### config.mk
export PLATFORM = sky130hd
export DESIGN_NAME = sar_bus_ctrl
export DESIGN_NICKNAME = d
export VERILOG_FILES = /design/src/rtl/sar_pkg.sv /design/src/rtl/bus_sync.sv /design/src/rtl/start_ctrl.sv /design/src/rtl/sar_seq.sv /design/src/rtl/sar_bus_ctrl.sv
export SDC_FILE = /design/constraint.sdc
export NUM_CORES = 1
export LEC_CHECK = 0
export BUFFER_PORTS_ARGS = -buffer_cell sky130_fd_sc_hd__buf_2
export CAP_MARGIN = 20
export CELL_PAD_IN_SITES_DETAIL_PLACEMENT = 1
export CELL_PAD_IN_SITES_GLOBAL_PLACEMENT = 1
export CORE_UTILIZATION = 44
export CTS_BUF_LIST = sky130_fd_sc_hd__clkbuf_8 sky130_fd_sc_hd__clkbuf_16
export DETAILED_ROUTE_END_ITERATION = 6
export GPL_ROUTABILITY_DRIVEN = 0
export PLACE_DENSITY = 0.78
export SLEW_MARGIN = 20
export SYNTH_ARGS = -nofsm -noshare
export SYNTH_HDL_FRONTEND = slang
export SYNTH_SLANG_ARGS = --single-unit
### constraint.sdc
create_clock -name clk_i -period 2.1 [get_ports clk_i]
set_input_delay 0.42 -clock clk_i [delete_from_list [all_inputs] [get_ports clk_i]]
set_output_delay 0.42 -clock clk_i [all_outputs]
set_load 0.01 [all_outputs]
### src/rtl/sar_pkg.sv
package sar_pkg;
  localparam int unsigned DATA_W      = 8;
  localparam int unsigned SLOT_LEN    = 8;
  localparam int unsigned SYNC_STAGES = 2;
endpackage

### src/rtl/bus_sync.sv
module bus_sync #(
  parameter int unsigned WIDTH     = 3,
  parameter int unsigned STAGES    = 2,
  parameter logic        RESET_VAL = 1'b1
) (
  input  logic             clk_i,
  input  logic             rst_ni,
  input  logic [WIDTH-1:0] async_i,
  output logic [WIDTH-1:0] sync_o
);
  logic [WIDTH-1:0] stage_q [STAGES];

  always_ff @(posedge clk_i or negedge rst_ni) begin
    if (!rst_ni) begin
      for (int s = 0; s < int'(STAGES); s++) stage_q[s] <= {WIDTH{RESET_VAL}};
    end else begin
      stage_q[0] <= async_i;
      for (int s = 1; s < int'(STAGES); s++) stage_q[s] <= stage_q[s-1];
    end
  end

  assign sync_o = stage_q[STAGES-1];
endmodule

### src/rtl/start_ctrl.sv
module start_ctrl #(
  parameter int unsigned SLOT_LEN = 8
) (
  input  logic clk_i,
  input  logic rst_ni,
  input  logic start_req_i,
  output logic go_o
);
  localparam int unsigned PH_W = (SLOT_LEN > 1) ? $clog2(SLOT_LEN) : 1;

  logic [PH_W-1:0] phase_q;
  logic            armed_q;

  // free-running phase; conversions only launch on a slot boundary
  always_ff @(posedge clk_i or negedge rst_ni) begin
    if (!rst_ni) phase_q <= '0;
    else if (phase_q == PH_W'(SLOT_LEN - 1)) phase_q <= '0;
    else phase_q <= phase_q + 1'b1;
  end

  assign go_o = armed_q && !start_req_i && (phase_q == PH_W'(SLOT_LEN - 1));

  always_ff @(posedge clk_i or negedge rst_ni) begin
    if (!rst_ni) armed_q <= 1'b0;
    else if (start_req_i) armed_q <= 1'b1;
    else if (go_o) armed_q <= 1'b0;
  end

  AST_START_ARMS: assert property (@(posedge clk_i) disable iff (!rst_ni)
    start_req_i |=> armed_q);
endmodule

### src/rtl/sar_seq.sv
module sar_seq #(
  parameter int unsigned DATA_W   = 8,
  parameter int unsigned SLOT_LEN = 8
) (
  input  logic              clk_i,
  input  logic              rst_ni,
  input  logic              hold_i,
  input  logic              go_i,
  input  logic              cmp_i,
  output logic [DATA_W-1:0] trial_o,
  output logic              xfer_o
);
  localparam int unsigned SL_W = (SLOT_LEN > 1) ? $clog2(SLOT_LEN) : 1;
  localparam logic [DATA_W-1:0] MSB_ONE = {1'b1, {(DATA_W-1){1'b0}}};

  logic [DATA_W-1:0] token_q, sar_q, decided;
  logic [SL_W-1:0]   slot_q;
  logic              xfer_q, busy, slot_end;

  assign busy     = |token_q;
  assign slot_end = busy && (slot_q == SL_W'(SLOT_LEN - 1));
  assign decided  = cmp_i ? sar_q : (sar_q & ~token_q);

  always_ff @(posedge clk_i or negedge rst_ni) begin
    if (!rst_ni) begin
      token_q <= '0;
      sar_q   <= '0;
      slot_q  <= '0;
      xfer_q  <= 1'b0;
    end else if (hold_i) begin
      token_q <= '0;
      sar_q   <= '0;
      slot_q  <= '0;
      xfer_q  <= 1'b0;
    end else begin
      xfer_q <= 1'b0;
      if (go_i) begin
        token_q <= MSB_ONE;
        sar_q   <= MSB_ONE;
        slot_q  <= '0;
      end else if (busy) begin
        if (slot_end) begin
          slot_q  <= '0;
          token_q <= token_q >> 1;
          sar_q   <= decided | (token_q >> 1);
          xfer_q  <= token_q[0];
        end else begin
          slot_q <= slot_q + 1'b1;
        end
      end
    end
  end

  assign trial_o = sar_q;
  assign xfer_o  = xfer_q;

  AST_TOKEN_ONEHOT: assert property (@(posedge clk_i) disable iff (!rst_ni)
    $onehot0(token_q));
  AST_HOLD_IDLE: assert property (@(posedge clk_i) disable iff (!rst_ni)
    hold_i |=> (token_q == '0 && sar_q == '0));
  AST_NEXT_TRIAL: assert property (@(posedge clk_i) disable iff (!rst_ni)
    (slot_end && !hold_i && !token_q[0]) |=> $countones(token_q) == 1);
endmodule

### src/rtl/sar_bus_ctrl.sv
module sar_bus_ctrl #(
  parameter int unsigned DATA_W      = sar_pkg::DATA_W,
  parameter int unsigned SLOT_LEN    = sar_pkg::SLOT_LEN,
  parameter int unsigned SYNC_STAGES = sar_pkg::SYNC_STAGES
) (
  input  logic              clk_i,
  input  logic              rst_ni,
  input  logic              cs_ni,
  input  logic              wr_ni,
  input  logic              rd_ni,
  input  logic              cmp_i,
  output logic [DATA_W-1:0] trial_o,
  output logic [DATA_W-1:0] data_o,
  output logic              data_oe_o,
  output logic              intr_no
);
  logic [2:0] strobe_s;
  logic       start_req, rd_req, go, xfer;
  logic [DATA_W-1:0] trial, latch_q;
  logic       done_q, intr_q;

  bus_sync #(.WIDTH(3), .STAGES(SYNC_STAGES), .RESET_VAL(1'b1)) u_sync (
    .clk_i   (clk_i),
    .rst_ni  (rst_ni),
    .async_i ({rd_ni, wr_ni, cs_ni}),
    .sync_o  (strobe_s)
  );

  assign start_req = !strobe_s[0] && !strobe_s[1];
  assign rd_req    = !strobe_s[0] && !strobe_s[2];

  start_ctrl #(.SLOT_LEN(SLOT_LEN)) u_start (
    .clk_i       (clk_i),
    .rst_ni      (rst_ni),
    .start_req_i (start_req),
    .go_o        (go)
  );

  sar_seq #(.DATA_W(DATA_W), .SLOT_LEN(SLOT_LEN)) u_seq (
    .clk_i   (clk_i),
    .rst_ni  (rst_ni),
    .hold_i  (start_req),
    .go_i    (go),
    .cmp_i   (cmp_i),
    .trial_o (trial),
    .xfer_o  (xfer)
  );

  always_ff @(posedge clk_i or negedge rst_ni) begin
    if (!rst_ni) begin
      latch_q <= '0;
      done_q  <= 1'b0;
    end else begin
      if (xfer) latch_q <= trial;
      done_q <= xfer && !start_req;
    end
  end

  // set wins over read-clear; start hold wins over both
  always_ff @(posedge clk_i or negedge rst_ni) begin
    if (!rst_ni) intr_q <= 1'b0;
    else if (start_req) intr_q <= 1'b0;
    else if (done_q) intr_q <= 1'b1;
    else if (rd_req) intr_q <= 1'b0;
  end

  assign trial_o   = trial;
  assign intr_no   = !intr_q;
  assign data_oe_o = rd_req;
  assign data_o    = rd_req ? latch_q : '0;

  AST_LATCH_HOLD: assert property (@(posedge clk_i) disable iff (!rst_ni)
    !xfer |=> $stable(latch_q));
  AST_INTR_AFTER_LOAD: assert property (@(posedge clk_i) disable iff (!rst_ni)
    $rose(intr_q) |-> $past(xfer, 2));
  AST_READ_CLEARS: assert property (@(posedge clk_i) disable iff (!rst_ni)
    (rd_req && !done_q) |=> !intr_q);
  AST_HOLD_NO_INTR: assert property (@(posedge clk_i) disable iff (!rst_ni)
    start_req |=> !intr_q);
endmodule

## Word-level counts from Yosys, hierarchy flattened

Index checks and enable logic that the tools add are counted.

| word-level totals | value |
|---|---|
| bits in registers | 40 |
| bits of input ports | 6 |
| output and inout port bits | 18 |
| logic and storage cells | 59 |

| cells by class | value |
|---|---|
| add/sub/neg operators | 2 |
| equal/unequal tests | 2 |
| muxes and demuxes | 24 |
| bitwise gates (word level) | 3 |
| reductions and logical operators | 17 |

Operators by type and width:

| kind | number |
|---|---|
| two-way mux 8 bit | 10 |
| two-way mux 3 bit | 5 |
| two-way mux 1 bit | 9 |
| nonzero test 3 bit | 3 |
| bitwise AND 8 bit | 1 |
| NOT 8 bit | 1 |
| bitwise OR 8 x 7 -> 8 bit | 1 |
| OR reduction 8 bit | 1 |
| adder 3 x 1 -> 3 bit (second input constant) | 2 |
| equality test 3 bit (second input constant) | 2 |
| logical AND 1 bit | 6 |
| logical NOT 1 bit | 5 |
| AND reduction 2 bit | 1 |
| nonzero test 2 bit | 1 |

## Depth between registers and ports, before layout

Gate-level depths: netlist (run 1).

| depth | value |
|---|---|
| word-level depth | 8 |
| depth in mapped cells | 7 |
| mapped depth without buffers | 5 |

## Hierarchy

A second synthesis (run 1) with hierarchy kept.

| second synthesis, totals | value |
|---|---|
| cell total of the unflattened synthesis | 144 |
| area total of the unflattened synthesis | 1677.9 µm² |

By module, submodules not included:

| module | times used | cells each | area an instance (µm²) | sequential area each (µm²) |
|---|---|---|---|---|
| sar_seq | 1 | 90 | 862.1 | 500.5 |
| sar_bus_ctrl | 1 | 34 | 473.0 | 250.2 |
| bus_sync | 1 | 9 | 180.2 | 157.7 |
| start_ctrl | 1 | 11 | 162.7 | 100.1 |

## Worst setup path after synthesis (run 1)

No wires, ideal clock.

| timing | value |
|---|---|
| path kind | flip-flop to flip-flop |
| start | register u_seq.slot_q[0] |
| end | register u_seq.slot_q[0] |
| setup time | 0.077 ns |
| arrival | 1.404 ns |
| required time | 2.023 ns |
| slack | 0.619 ns |
| cell stages (with the launch flop) | 7 |
| buffers on the path | 2 |
| clock period less this slack | 1.481 ns |
| path through | dfrtp_1 > ha_1 > ha_1 > buf_2 > buf_4 > a211o_1 > a21oi_1 |

| on the way | value |
|---|---|
| cells in the longest elaborated chain, start to end | 6 |
| elaborated cells on any way between the ends | 7 |
| those cells by class | 1 x add/sub; 1 x eq/ne; 4 x mux; 1 x reduce/logical |

Ends and longest elaborated chain:

| item | RTL line | source |
|---|---|---|
| start: declaration | sar_seq.sv:17 | `logic [SL_W-1:0] slot_q;` |
| start signal: assignment | sar_seq.sv:48 | `slot_q <= slot_q + 1'b1;` |
| branches (longest 2 deep; another with adder 3 x 1 -> 3 bit) | n/a |  |
| two-way mux 3 bit * | sar_seq.sv:42 | `if (slot_end) begin` |
| two-way mux 3 bit * | sar_seq.sv:41 | `end else if (busy) begin` |
| two-way mux 3 bit * | sar_seq.sv:37 | `if (go_i) begin` |
| two-way mux 3 bit * | sar_seq.sv:30 | `end else if (hold_i) begin` |

Every way passes the cells marked *. The select of a mux whose other input is x is not followed.
A chain may end at the register's enable or synchronous reset.

## Worst setup path after layout (run 1)

| timing | value |
|---|---|
| start | register u_seq.slot_q[0] |
| end | register u_seq.sar_q[1] (netlist: u_seq.trial_o[1]) |

| on the way | value |
|---|---|
| cells in the longest elaborated chain, start to end | 4 |

Ends and longest elaborated chain:

| item | RTL line | source |
|---|---|---|
| equality test 3 bit | sar_seq.sv:21 | `assign slot_end = busy && (slot_q == SL_W'(SLOT_LEN - 1));` |
| logical AND 1 bit | sar_seq.sv:21 |  |
| nonzero test 3 bit (no source line) | n/a |  |
| AND reduction 2 bit (no source line) | n/a |  |
| end signal: assignment | sar_seq.sv:45 | `sar_q <= decided \| (token_q >> 1);` |
| end: declaration | sar_seq.sv:16 | `logic [DATA_W-1:0] token_q, sar_q, decided;` |

Every way passes these cells.

==> results of run 1 <==
==> flip-flops by register name, indices dropped and copies added, names as in the netlist <==
signal	count
u_start.armed_q	1
u_sync.sync_o	3
u_seq.token_q	8
intr_q	1
u_seq.slot_q	3
latch_q	8
done_q	1
u_seq.xfer_o	1
u_start.phase_q	3
u_sync.stage_q	3
u_seq.trial_o	8
==> power by group through the flow <==
stage | combinational, mW | clock (mW) | sequential (mW)
after floorplan | 0.0282 | 0 | 0.813
after global placement | 0.0562 | 0 | 0.814
after detailed placement | 0.0602 | 0 | 0.817
after CTS | 0.0604 | 0.533 | 0.802
after global routing | 0.0673 | 0.565 | 0.804
final | 0.0587 | 0.517 | 0.802
==> worst register-to-register path, stage by stage (launching register included) <==
cell      delay, ps
dfrtp_1         380
ha_1            170
ha_1            530
nand2b_1        260
o21ai_0         260
a21oi_1         100
==> cell usage in the layout (no fill, tap or decap) <==
master | Yosys | final
dfrtp_1 | 34 | 34
buf_2 | 3 | 23
a21oi_1 | 19 | 19
inv_1 | 11 | 11
nand2_1 | 9 | 9
and2_1 | 8 | 8
mux2_2 | 8 | 8
o21ai_0 | 8 | 8
nand2b_1 | 7 | 7
clkbuf_8 | 0 | 6
dfstp_2 | 6 | 6
nor2_1 | 4 | 4
ha_1 | 4 | 4
nand3_1 | 3 | 3
a211o_1 | 3 | 3
or2b_1 | 2 | 2
nor4_4 | 2 | 2
clkinv_2 | 0 | 2
o21ai_2 | 1 | 1
nor2b_1 | 1 | 1
o21a_1 | 1 | 1
o22a_1 | 1 | 1
o22ai_1 | 1 | 1
buf_4 | 1 | 1
==> per-stage QoR <==
step	util	worst slack, ps	power [mW]	cell area, um2	instances
2_1_floorplan	-	619	0.842	1630	137
3_3_place_gp	0.518	482	0.870	1780	203
6_report	0.545	253	1.38	1880	211
5_1_grt	0.545	54.4	1.44	1880	211
3_5_place_dp	0.518	307	0.877	1780	203
4_1_cts	0.545	252	1.40	1880	211
==> cells by family (layout without fill, tap and decap cells) <==
group           Yosys count  count (layout)  share of synthesized area
flops                    40              40                      0.620
simple gates             36              36                      0.136
compound gates           34              34                      0.118
buf+inv                  15              43                     0.0392
mux                       8               8                     0.0554
fa+ha+maj                 4               4                     0.0308
==> layer usage <==
| metal | GRT usage | part of all wire |
|---|---|---|
| met5 | 0 | 0 |
| met3 | 0.0566 | 0.034 |
| met4 | 0.0698 | 0.017 |
| met1 | 0.239 | 0.45 |
| met2 | 0.311 | 0.49 |
==> worst max-delay path by stage <==
stage	to	slack (ps)	cells after the start
final	u_seq.trial_o[1]	250	5
after global routing	u_seq.trial_o[1]	50	5
after CTS	u_seq.trial_o[1]	250	5
after detailed placement	u_seq.trial_o[3]	310	5
after global placement	u_seq.trial_o[3]	480	5
after floorplan	u_seq.slot_q[0]	620	6
==> final cells by class <==
class,count,area (um2),area share
multi-input cells,82,554,0.295
flip-flops and latches,40,1010,0.537
clock inverters,2,10.0,0.00533
clock buffers,6,82.6,0.0440
well taps,46,57.6,0.0307
repair buffers,24,123,0.0653
inverters,11,41.3,0.0220
==> run summary, run 1 <==
### Worst setup path
• kind of critical path: flip-flop to flip-flop
• CP endpoint kind: flip-flop
• Reg2Reg Depth: 5
• cell occurring most often along the worst timing path: ha_1
• cell family with the largest share of critical-path delay: adder cells
• worst r2r src: u_seq.slot_q[0]
• cell chain of the critical path: ha_1 -> ha_1 -> nand2b_1 -> o21ai_0 -> a21oi_1
• WP data required: 2240 ps
• signal arrival time at the worst endpoint: 1990 ps
• FF-to-FF End: u_seq.trial_o[1]
• worst reg-to-reg setup slack: 250 ps
• maximum cell stage delay along the critical path: 530 ps
• Critical path origin: u_seq.slot_q[0]
• number of buffer and inverter instances along the worst setup path: 0
• CP max FO: 20
• element type at the critical path start: flip-flop
• CP max-delay cell: ha_1

### Status
• result of the run: completed

### Logic synthesis
• post-synthesis cell area: 0.00163 mm2
• most used standard cell by instance count after synthesis: dfrtp_1
• proportion of synthesized chip area in sequential cells: 0.620
• synthesized flop and latch total: 40
• mean instance size in the synthesized netlist: 11.9 um2
• count of flip-flops with a built-in enable after synthesis: 0
• Most used DFF post-synth: dfrtp_1
• Async SR Flop Fraction: 1.00
• biggest area consumer among synthesized cells: dfrtp_1
• Yosys top cell area share: 0.523
• warnings from Yosys: 0
• total nets after synthesis: 147
• most area-consuming cells after synthesis: dfrtp_1 52%, dfstp_2 9.7%, a21oi_1 5.8%
• number of instances in the synthesized netlist: 137
• list of most frequent post-synthesis cells: 34 x dfrtp_1, 19 x a21oi_1, 11 x inv_1
• number of library cell types mapped by synthesis: 22

### Clocking
• clock tree from TritonCTS: built
• post-cts repair resize count: 0
• number of levels in the clock H-tree: 2
• number of clock buffers inserted by TritonCTS: 5
• # clock sinks: 40
• cts-stage hold buffer count: 0
• clock tree root driver cell: clkbuf_8
• worst-skew pair later-pin latency: 290 ps
• post-CTS repair timing setup buffer count: 0
• CTS clock-pin slew for the worst setup and hold paths: 70 ps
• number of buffers on the longest clock path: 2

### Die
• count of pins on the block boundary: 24
• die boundary height: 62.8 um
• die footprint: 0.00394 mm2
• core region area: 0.00344 mm2
• horizontal extent of the die: 62.8 um
• std cell rows: 21
• effective utilization at floorplan: 0.473

### Route
• Residual DRC: 0
• Vias per Instance: 5.05
• vias after detailed routing: 1066
• Antenna Nets Post-Route: 0
• number of design-rule violations left by the first detailed-router iteration: 25
• post-DR wirelength/cell: 15.2 um
• total iterations of the first detailed-routing run: 4
• WL final: 3210 um

### STA
• setup repair after global routing missed its margin: no
• count of endpoints failing hold in the final timing report: 0
• Max Transition Viols Final: 0
• Final Cycle Share: 0.879
• total negative slack: 0 ps
• hold_ws: 176 ps
• number of endpoints failing setup at the final stage: 0
• peak clock frequency supported by timing: 541 MHz
• final worst path period need: 1850 ps
• worst slew margin relative to its limit: 0.522
• setup clock skew after layout: 4.99 ps
• Worst Max-Slew Pin Slew: 717 ps

### Power and ir drop
• part of the power in registers: 0.582
• ratio of total power to cell area: 734 mW/mm2
• Peak VDD IR: 0.000467 V
• Int Power: 1.07 mW
• share of power burned in the clock network: 0.375
• Comb power frac: 0.043
• P_leak: 0.919 nW
• switching fraction of total power: 0.222
• power spent charging and discharging nets: 0.306 mW

### Placed design
• HPWL after DPL: 2240 um
• count of input and output buffers: 23

### Global routing
• pin count of the biggest net entering global routing: 41
• number of antenna violations at the first check in global routing: 0
• first-pass GRT wire length: 5700 um
• gr usage total: 0.191
• Overflow after GRT: 0
• via count of the first global-routing pass: 1164

### Run
• Max-Cap Viols: 0

### Worst hold path
• hold crit path type: input port to asynchronous set/reset pin

### Layout
• final net count: 174
• Fill cells: 393
• number of antenna cells inserted: 0
• ratio of cells with drive above 1 in the final layout: 0.297
• layout overhead on the synthesized area: 15.4%

Note: power is estimated with default switching activity, not from simulation.
==> run 2: changes to the inputs <==
--- a/config.mk
+++ b/config.mk
@@ -9,11 +9,11 @@
 export CAP_MARGIN = 20
 export CELL_PAD_IN_SITES_DETAIL_PLACEMENT = 1
 export CELL_PAD_IN_SITES_GLOBAL_PLACEMENT = 1
-export CORE_UTILIZATION = 44
+export CORE_UTILIZATION = 39
 export CTS_BUF_LIST = sky130_fd_sc_hd__clkbuf_8 sky130_fd_sc_hd__clkbuf_16
 export DETAILED_ROUTE_END_ITERATION = 6
 export GPL_ROUTABILITY_DRIVEN = 0
-export PLACE_DENSITY = 0.78
+export PLACE_DENSITY = 0.71
 export SLEW_MARGIN = 20
 export SYNTH_ARGS = -nofsm -noshare
 export SYNTH_HDL_FRONTEND = slang
==> run summary, run 2 (same netlist as run 1, synthesis figures left out) <==
### Clocking
• number of clock buffers inserted by TritonCTS: 5, unchanged
• clock tree root driver cell: clkbuf_8
• CTS clock-pin slew for the worst setup and hold paths: 70 ps, about the same
• worst-skew pair later-pin latency: 280 ps, about the same
• number of buffers on the longest clock path: 2, unchanged
• # clock sinks: 40, unchanged
• cts-stage hold buffer count: 0, unchanged
• post-cts repair resize count: 0, unchanged
• post-CTS repair timing setup buffer count: 0, unchanged
• number of levels in the clock H-tree: 2, unchanged
• clock tree from TritonCTS: built

### Worst setup path
• kind of critical path: flip-flop to output pin
• maximum cell stage delay along the critical path: 450 ps, -80 ps
• CP max FO: 9, -55%
• element type at the critical path start: flip-flop
• cell chain of the critical path: nor2_1 -> and2_1 -> buf_2
• WP data required: 1680 ps, -560 ps
• CP max-delay cell: nor2_1
• signal arrival time at the worst endpoint: 1460 ps, -530 ps
• CP endpoint kind: output pin

### Route
• vias after detailed routing: 1059, -0.66%
• WL final: 3220 um, +0.34%
• Vias per Instance: 4.90, -3.0%
• Antenna Nets Post-Route: 0, unchanged
• post-DR wirelength/cell: 14.9 um, -2.0%
• total iterations of the first detailed-routing run: 4, unchanged
• number of design-rule violations left by the first detailed-router iteration: 21, -16%
• Residual DRC: 0, unchanged

### Die
• std cell rows: 23, +9.5%
• die footprint: 0.00443 mm2, +12%
• count of pins on the block boundary: 24, unchanged
• horizontal extent of the die: 66.6 um, +6.0%
• effective utilization at floorplan: 0.407, -0.0659
• core region area: 0.00400 mm2, +16%
• die boundary height: 66.6 um, +6.0%

### STA
• Worst Max-Slew Pin Slew: 755 ps, +38.6 ps
• number of endpoints failing setup at the final stage: 0, unchanged
• setup clock skew after layout: 6.41 ps, +1.42 ps
• hold_ws: 130 ps, -45.8 ps
• Max Transition Viols Final: 0, unchanged
• Worst Setup Slack, final: 220 ps, -32.8 ps
• Final Cycle Share: 0.895, +0.0156
• count of endpoints failing hold in the final timing report: 0, unchanged
• setup repair after global routing missed its margin: no
• worst slew margin relative to its limit: 0.496, -0.0258
• peak clock frequency supported by timing: 532 MHz, -1.7%
• final worst path period need: 1880 ps, +32.8 ps
• total negative slack: 0 ps, unchanged

### Power and ir drop
• Peak VDD IR: 0.000388 V, -17%
• part of the power in registers: 0.606, +0.024
• ratio of total power to cell area: 704 mW/mm2, -4.1%
• Comb power frac: 0.046, +0.003
• P_leak: 0.924 nW, +0.47%
• switching fraction of total power: 0.218, -0.00388
• Int Power: 1.03 mW, -3.5%
• power spent charging and discharging nets: 0.289 mW, -5.7%
• share of power burned in the clock network: 0.348, -0.027

### Global routing
• gr usage total: 0.172, -0.0193
• via count of the first global-routing pass: 1145, -1.6%
• pin count of the biggest net entering global routing: 28, -32%
• Overflow after GRT: 0, unchanged
• number of antenna violations at the first check in global routing: 0, unchanged
• first-pass GRT wire length: 5530 um, -2.9%

### Placed design
• count of input and output buffers: 23, unchanged
• HPWL after DPL: 2380 um, +6.4%
• post-place setup slack: 250 ps, -57.0 ps

### Layout
• layout overhead on the synthesized area: 15.5%, about the same
• ratio of cells with drive above 1 in the final layout: 0.289, -0.00781
• commonest cells after routing, fill and taps aside: 34 x dfrtp_1, 23 x buf_2, 19 x a21oi_1
• final net count: 175, +0.57%
• Fill cells: 447, +14%
• most common library cell in the layout ignoring fill and taps: dfrtp_1
• number of antenna cells inserted: 0, unchanged

### Worst hold path
• hold crit path type: input port to asynchronous set/reset pin

### Status
• result of the run: completed

### Run
• Max-Cap Viols: 0, unchanged

## run 2: worst max-delay path, delay by kind of cell, from the launching register on
kind / cells / cell delay, ps
buf+inv: 1 / 130
flops: 1 / 390
simple gates: 2 / 660
## run 2: worst paths after layout
path	cells after the start	slack, ps	start	end
max	3	220	u_sync.sync_o[0]	data_o[1]
min	1	130	rst_ni	latch_q[3]
max reg2reg	5	220	u_seq.slot_q[0]	u_seq.trial_o[0]
min reg2reg	0	360	u_sync.stage_q[3]	u_sync.sync_o[0]
max in group asynchronous	2	1340	rst_ni	u_sync.sync_o[1]
min in group clk_i	1	230	rd_ni	u_sync.stage_q[5]
## run 2: power groups by stage
| stage | Sequential, mW | Clock, mW | Combinational, mW |
|---|---|---|---|
| 4_1_cts | 0.801 | 0.484 | 0.0632 |
| 3_3_place_gp | 0.814 | 0 | 0.0597 |
| 2_1_floorplan | 0.813 | 0 | 0.0282 |
| 5_1_grt | 0.803 | 0.515 | 0.0690 |
| 6_report | 0.801 | 0.461 | 0.0607 |
| 3_5_place_dp | 0.816 | 0 | 0.0629 |
## run 2: cell type report
type                    instances  area (um2)  share of cell area
repair buffers                 25         130              0.0693
inverters                      11        41.3              0.0220
well taps                      50        62.6              0.0333
multi-input cells              82         554               0.295
clock buffers                   5        68.8              0.0366
clock inverters                 3        12.5             0.00666
flip-flops and latches         40        1010               0.537
## run 2: metal layers
layer  global-route usage  part of all wire
met2                0.275              0.51
met1                0.220              0.46
met3               0.0514             0.033
met4               0.0559            0.0053
met5                    0                 0
## run 2: metrics by stage
step	utilization	power, mW	std cells	area (um2)
finish	0.470	1.32	216	1880
CTS	0.470	1.35	216	1880
detailed placement	0.449	0.878	208	1800
global route	0.470	1.39	216	1880
floorplan	-	0.842	137	1630
global placement	0.449	0.874	208	1800
